===== config.mk =====
export PLATFORM = sky130hd
export DESIGN_NAME = alarm_match_top
export DESIGN_NICKNAME = d
export VERILOG_FILES = /design/src/rtl/alarm_cmp_pkg.sv /design/src/rtl/alarm_field_cmp.sv /design/src/rtl/alarm_match_reduce.sv /design/src/rtl/alarm_pending_reg.sv /design/src/rtl/alarm_match_top.sv
export SDC_FILE = /design/constraint.sdc
export NUM_CORES = 1
export LEC_CHECK = 0
export ABC_AREA = 1
export BUFFER_PORTS_ARGS = -buffer_cell sky130_fd_sc_hd__buf_2
export CORE_MARGIN = 2
export CORE_UTILIZATION = 34
export CTS_CLUSTER_DIAMETER = 200
export DETAILED_ROUTE_END_ITERATION = 7
export HOLD_SLACK_MARGIN = 0.06
export PLACE_DENSITY = 0.85
export SLEW_MARGIN = 20
export SYNTH_ARGS = -nofsm -noshare
export SYNTH_HDL_FRONTEND = slang
export SYNTH_SLANG_ARGS = --single-unit

===== constraint.sdc =====
create_clock -name clk -period 1.15 [get_ports clk]
set_input_delay 0.1725 -clock clk [delete_from_list [all_inputs] [get_ports clk]]
set_output_delay 0.1725 -clock clk [all_outputs]
set_load 0.01 [all_outputs]

===== src/rtl/alarm_cmp_pkg.sv =====
package alarm_cmp_pkg;
  localparam int BYTE_W = 8;
  localparam int EN_BIT = 7;

  // Value bits compared for a field: hours keep 5:0, weekday 2:0, others 6:0
  function automatic logic [6:0] field_mask(int idx, int hour_idx, int wday_idx);
    if (idx == hour_idx)      return 7'h3F;
    else if (idx == wday_idx) return 7'h07;
    else                      return 7'h7F;
  endfunction
endpackage


===== src/rtl/alarm_field_cmp.sv =====
module alarm_field_cmp
  import alarm_cmp_pkg::*;
#(
  parameter logic [6:0] VAL_MASK = 7'h7F
) (
  input  logic [BYTE_W-1:0] cur_i,
  input  logic [BYTE_W-1:0] alm_i,
  output logic              en_o,
  output logic              hit_o
);
  logic [6:0] cur_v, alm_v;

  always_comb begin
    cur_v = cur_i[6:0] & VAL_MASK;
    alm_v = alm_i[6:0] & VAL_MASK;
    en_o  = alm_i[EN_BIT];
    hit_o = !en_o || (cur_v == alm_v);
  end
endmodule


===== src/rtl/alarm_match_reduce.sv =====
module alarm_match_reduce #(
  parameter int N = 5
) (
  input  logic [N-1:0] en_i,
  input  logic [N-1:0] hit_i,
  output logic         fire_o
);
  always_comb fire_o = (|en_i) && (&hit_i);
endmodule


===== src/rtl/alarm_pending_reg.sv =====
module alarm_pending_reg (
  input  logic clk,
  input  logic rst_n,
  input  logic tick_i,
  input  logic fire_i,
  input  logic clr_i,
  output logic pending_o
);
  logic set_now;
  always_comb set_now = tick_i && fire_i;

  always_ff @(posedge clk or negedge rst_n) begin
    if (!rst_n)       pending_o <= 1'b0;
    else if (set_now) pending_o <= 1'b1;
    else if (clr_i)   pending_o <= 1'b0;
  end
endmodule


===== src/rtl/alarm_match_top.sv =====
module alarm_match_top
  import alarm_cmp_pkg::*;
#(
  parameter int NUM_FIELDS = 5,
  parameter int HOUR_IDX   = 2,
  parameter int WDAY_IDX   = 6
) (
  input  logic                         clk,
  input  logic                         rst_n,
  input  logic                         tick_i,
  input  logic                         clr_i,
  input  logic                         alarm_en_i,
  input  logic [NUM_FIELDS*BYTE_W-1:0] time_i,
  input  logic [NUM_FIELDS*BYTE_W-1:0] alarm_i,
  output logic                         pending_o,
  output logic                         irq_o
);
  localparam int VEC_W = NUM_FIELDS * BYTE_W;

  logic [NUM_FIELDS-1:0] en_vec;
  logic [NUM_FIELDS-1:0] hit_vec;
  logic                  fire;

  for (genvar g = 0; g < NUM_FIELDS; g++) begin : g_field
    alarm_field_cmp #(
      .VAL_MASK(field_mask(g, HOUR_IDX, WDAY_IDX))
    ) u_cmp (
      .cur_i(time_i[g*BYTE_W +: BYTE_W]),
      .alm_i(alarm_i[g*BYTE_W +: BYTE_W]),
      .en_o (en_vec[g]),
      .hit_o(hit_vec[g])
    );
  end

  alarm_match_reduce #(.N(NUM_FIELDS)) u_reduce (
    .en_i  (en_vec),
    .hit_i (hit_vec),
    .fire_o(fire)
  );

  alarm_pending_reg u_flag (
    .clk      (clk),
    .rst_n    (rst_n),
    .tick_i   (tick_i),
    .fire_i   (fire),
    .clr_i    (clr_i),
    .pending_o(pending_o)
  );

  always_comb irq_o = pending_o && alarm_en_i;

  logic unused_w;
  always_comb unused_w = ^VEC_W;
endmodule


After elaboration in Yosys (flattened, before gate mapping)
Cells that the tools add are included.

Flip-flop bits (word level): 1. Input bits: 85. Output and inout port bits: 2. Word-level logic and storage cells: 24.

Equal/unequal tests: 5. Muxes and demuxes: 2. Reduce and logical (&&, ||, !) cells: 16.

Operators with widths (number): $eq 7x7->1 (4); $eq 6x6->1 (1); $logic_not 1->1 (5); $logic_or 1x1->1 (5); $reduce_and 5->1 (1); $reduce_or 5->1 (1); $logic_and 1x1->1 (3); $mux 1 (2); $reduce_bool 2->1 (1).

Depth between registers and ports, before layout
Word-level depth: 6. Mapped depth: 11. Depth with buffers taken out: 11.

By module
Synthesis repeated with hierarchy kept, for this count alone.

Cell total of the unflattened synthesis: 192. Area, all modules: 807.0 µm².

By module, submodules not included: alarm_field_cmp at g_field[0].u_cmp ... (instances 4, cells an instance 35, area an instance 145.1 µm², sequential area each 0.0 µm²); alarm_field_cmp at g_field[2].u_cmp (instances 1, cells an instance 36, area an instance 142.6 µm², sequential area each 0.0 µm²); alarm_pending_reg (instances 1, cells an instance 5, area an instance 40.0 µm², sequential area each 25.0 µm²); alarm_match_reduce (instances 1, cells an instance 9, area an instance 36.3 µm², sequential area each 0.0 µm²); alarm_match_top (instances 1, cells an instance 2, area an instance 7.5 µm², sequential area each 0.0 µm²).

Worst setup path before layout
Ideal clock, no wire load.

Path kind: input -> register. Start point: in alarm_i[37]. End point: reg u_flag.pending_o. Setup time: 65 ps. Arrival time: 724 ps. Data required time: 1085 ps. Slack: 362 ps. Stages: 8. Path buffers: 0. Cell sequence: xor2_1 > nor2_1 > nand2_1 > nor2_1 > nor2_1 > nor2_1 > nand2_1 > nand2_1.

Longest elaborated chain between the ends: 6. Elaborated cells between the ends (all ways): 7. Classes of those cells: 1 x eq/ne; 1 x mux; 5 x reduce/logical.

RTL lines: start, declared (line alarm_match_top.sv:14) `input logic [NUM_FIELDS*BYTE_W-1:0] alarm_i,`; $eq 7x7->1 * (line alarm_field_cmp.sv:17) `hit_o = !en_o || (cur_v == alm_v);`; $logic_or 1x1->1 * (line alarm_field_cmp.sv:17); $reduce_and 5->1 * (line alarm_match_reduce.sv:8) `always_comb fire_o = (|en_i) && (&hit_i);`; $logic_and 1x1->1 * (line alarm_match_reduce.sv:8); $logic_and 1x1->1 * (line alarm_pending_reg.sv:10) `always_comb set_now = tick_i && fire_i;`; $mux 1 or $reduce_bool 2->1 (tied branches); end signal, assigned (line alarm_pending_reg.sv:13) `if (!rst_n) pending_o <= 1'b0;`; end signal, assigned (line alarm_pending_reg.sv:14) `else if (set_now) pending_o <= 1'b1;`; end signal, assigned (line alarm_pending_reg.sv:15) `else if (clr_i) pending_o <= 1'b0;`; end, declared (line alarm_pending_reg.sv:7) `output logic pending_o`.

Mark *: on every way between the ends. The rest lies on a longest branch, timed or not. A chain may end at the register's enable or synchronous reset.

Final worst setup path
Start point: in alarm_i[4]. End point: reg u_flag.pending_o.

Same word-level chain as after synthesis.

==> out/results.tsv <==
stage	metric	value	unit
grt	first-pass GRT wire length	3080	um
die	Die Footprint	2400	um2
grt	met3 Use GR	2.45	%
timing	RSZ-0062 raised after global routing	no	
placed_design	dpl cell area	1120	um2
layout	Area Growth Syn to Fin	63.7	%
timing	period utilization	87.6	%
timing	final count of pins violating max slew	0	
die	starting density of the core	35.5	%
cts	clock edge transition at the registers on the reported setup and hold paths	0	ns
timing	worst relative slew slack	85.2	%
critical_path	WP data required	1.08	ns
timing	clk_skew	0	ns
route	drt wl/cell	6.84	um
critical_path	worst-path maximum fanout	1	
pwr	Leak Pwr	0.839	nW
timing	Final setup viols	0	
yosys	Synth Register Bits	1	
outcome	status	finished, final reports clean	
grt	number of global-route vias before repair	926	
min_path	Min-Delay Path Class	primary input to flop	
timing	fin crit period	1.01	ns
pwr	Pwr Total	350	uW
layout	post-route cell area	1130	um2
timing	FMAX	0.992	GHz
grt	met1 Use GR	14.7	%
cts	worst-skew pair later-pin latency	0	ns
route	final wirelength	1810	um
timing	Tightest Pin Transition	0.220	ns
die	Die Ht	49.0	um
route	1st-pass router iterations	4	
yosys	Mapped Nets	243	
layout	Finished Layout Cells	265	
route	DRT antenna net count	0	
placed_design	Cells after DPL	264	
critical_path	crit end category	flop	
grt	gr ovfl total	0	
job	Max Cap Viol	0	
route	1st-iter DRT viols	6	
yosys	Yosys cell types	10	
critical_path	critical path arrival	0.94	ns
layout	layout cells sized above 1	34.0	%
die	standard-cell row count	16	
grt	largest net degree at the start of global routing	4	
die	Ports	87	
grt	GRT Overall Usage	14.8	%
layout	fin nets	325	
placed_design	input/output buffers	79	
yosys	synthesized area	689	um2
placed_design	dpl hpwl	1720	um
timing	Hold Vio Cnt, Final	0	
yosys	sequential share of the synthesized area	3.63	%
grt	met2 usage	32.4	%
die	core area	1940	um2
pwr	maximum vdd drop	169	uV
layout	max reg flops	1	
timing	Final TNS setup	0	ns
layout	Antenna diodes	0	
cts	Post-CTS Setup Bufs	0	
grt	grt peak-use layer	met2	
placed_design	gpl congestion	0.705	
yosys	Mapped Cells	158	
die	die width	49.0	um
yosys	Synth Warn #	0	
critical_path	critical path type	primary input to flop	
layout	largest registers	u_flag.pending_o (1)	
layout	register name with the most flops	u_flag.pending_o	
route	detailed-route vias per instance	4.07	
yosys	syn avg cell area	4.36	um2
route	DRC viols	0	
route	vias	1079	
pwr	pwr/cell area	310	nW/um2
critical_path	flop2flop setup slack	0.54	ns
critical_path	CP Launch Type	primary input	
grt	initial antenna violation count	0	
-- where the power goes --
group          leakage [nW]  switching (mW)  internal [mW]
clock network             0               0              0
logic                 0.825           0.139          0.174
registers            0.0139        0.000600         0.0367
-- worst paths after layout --
path	start	end	depth (start not counted)
max	alarm_i[4]	u_flag.pending_o	10
min	clr_i	u_flag.pending_o	4
max reg2reg	u_flag.pending_o	u_flag.pending_o	2
min reg2reg	u_flag.pending_o	u_flag.pending_o	2
max in group asynchronous	rst_n	u_flag.pending_o	2
min in group asynchronous	rst_n	u_flag.pending_o	2
-- worst max-delay path: stages --
cell	delay, ns
buf_2	0.11
xnor2_1	0.16
nand2_1	0.08
nor2_1	0.08
nand2_1	0.06
nand2_1	0.05
nand2_1	0.05
nor2_2	0.07
nand2_1	0.06
nand2_1	0.05
-- cells by family after synthesis --
group,synth area share [%]
AO/OA/AOI/OAI,1.45
XOR/XNOR,16.5
buffers and inverters,21.8
flip-flops,3.63
AND/OR/NAND/NOR,56.6
-- cell usage after synthesis --
cell | instances | area [um2]
nand2_1 | 78 | 293
inv_1 | 40 | 150
nor2_1 | 20 | 75.1
xnor2_1 | 8 | 70.1
xor2_1 | 5 | 43.8
nand3_1 | 2 | 10.0
o21ai_1 | 2 | 10.0
dfrtp_1 | 1 | 25.0
nor2_2 | 1 | 6.26
nor4_1 | 1 | 6.26
-- metal layers --
layer,up-vias,share of wire (%)
met3,0,8.6
met5,-,0
met2,41,51
li1,604,-
met1,434,40
met4,0,0
-- layout make-up --
cell class | count | area (um2)
Fill cell | 229 | 813
Inverter | 40 | 150
Multi-Input combinational cell | 117 | 514
Sequential cell | 1 | 25.0
Tap cell | 27 | 33.8
Timing Repair Buffer | 80 | 405
-- timing repair --
item | in CTS | in global routing
setup endpoints to repair | 0 | 1
hold buffers | 1 | 0
resized for setup | 0 | 1
endpoints found under the hold margin | 1 | 0
-- metrics by stage --
stage / setup WS (ns) / hold slack, ns / util (%)
after CTS: 0.107 / 0.415 / 58.1
after global routing: 0.00836 / 0.433 / 58.1
after floorplan: 0.362 / -0.123 / -
after detailed placement: 0.107 / -0.0509 / 57.6
after global placement: 0.143 / -0.0525 / 57.6
final: 0.142 / 0.413 / 58.1
-- cell usage in the layout (no fill, tap or decap) --
master | Yosys | layout
nand3_1 | 2 | 2
xnor2_1 | 8 | 8
nor4_1 | 1 | 1
nor2_2 | 1 | 1
nand2_1 | 78 | 78
xor2_1 | 5 | 5
inv_2 | 0 | 1
dlygate4sd3_1 | 0 | 1
inv_1 | 40 | 39
buf_2 | 0 | 79
nor2_1 | 20 | 20
dfrtp_1 | 1 | 1
o21ai_1 | 2 | 2
No activity file was read; power rests on OpenSTA's default activity.
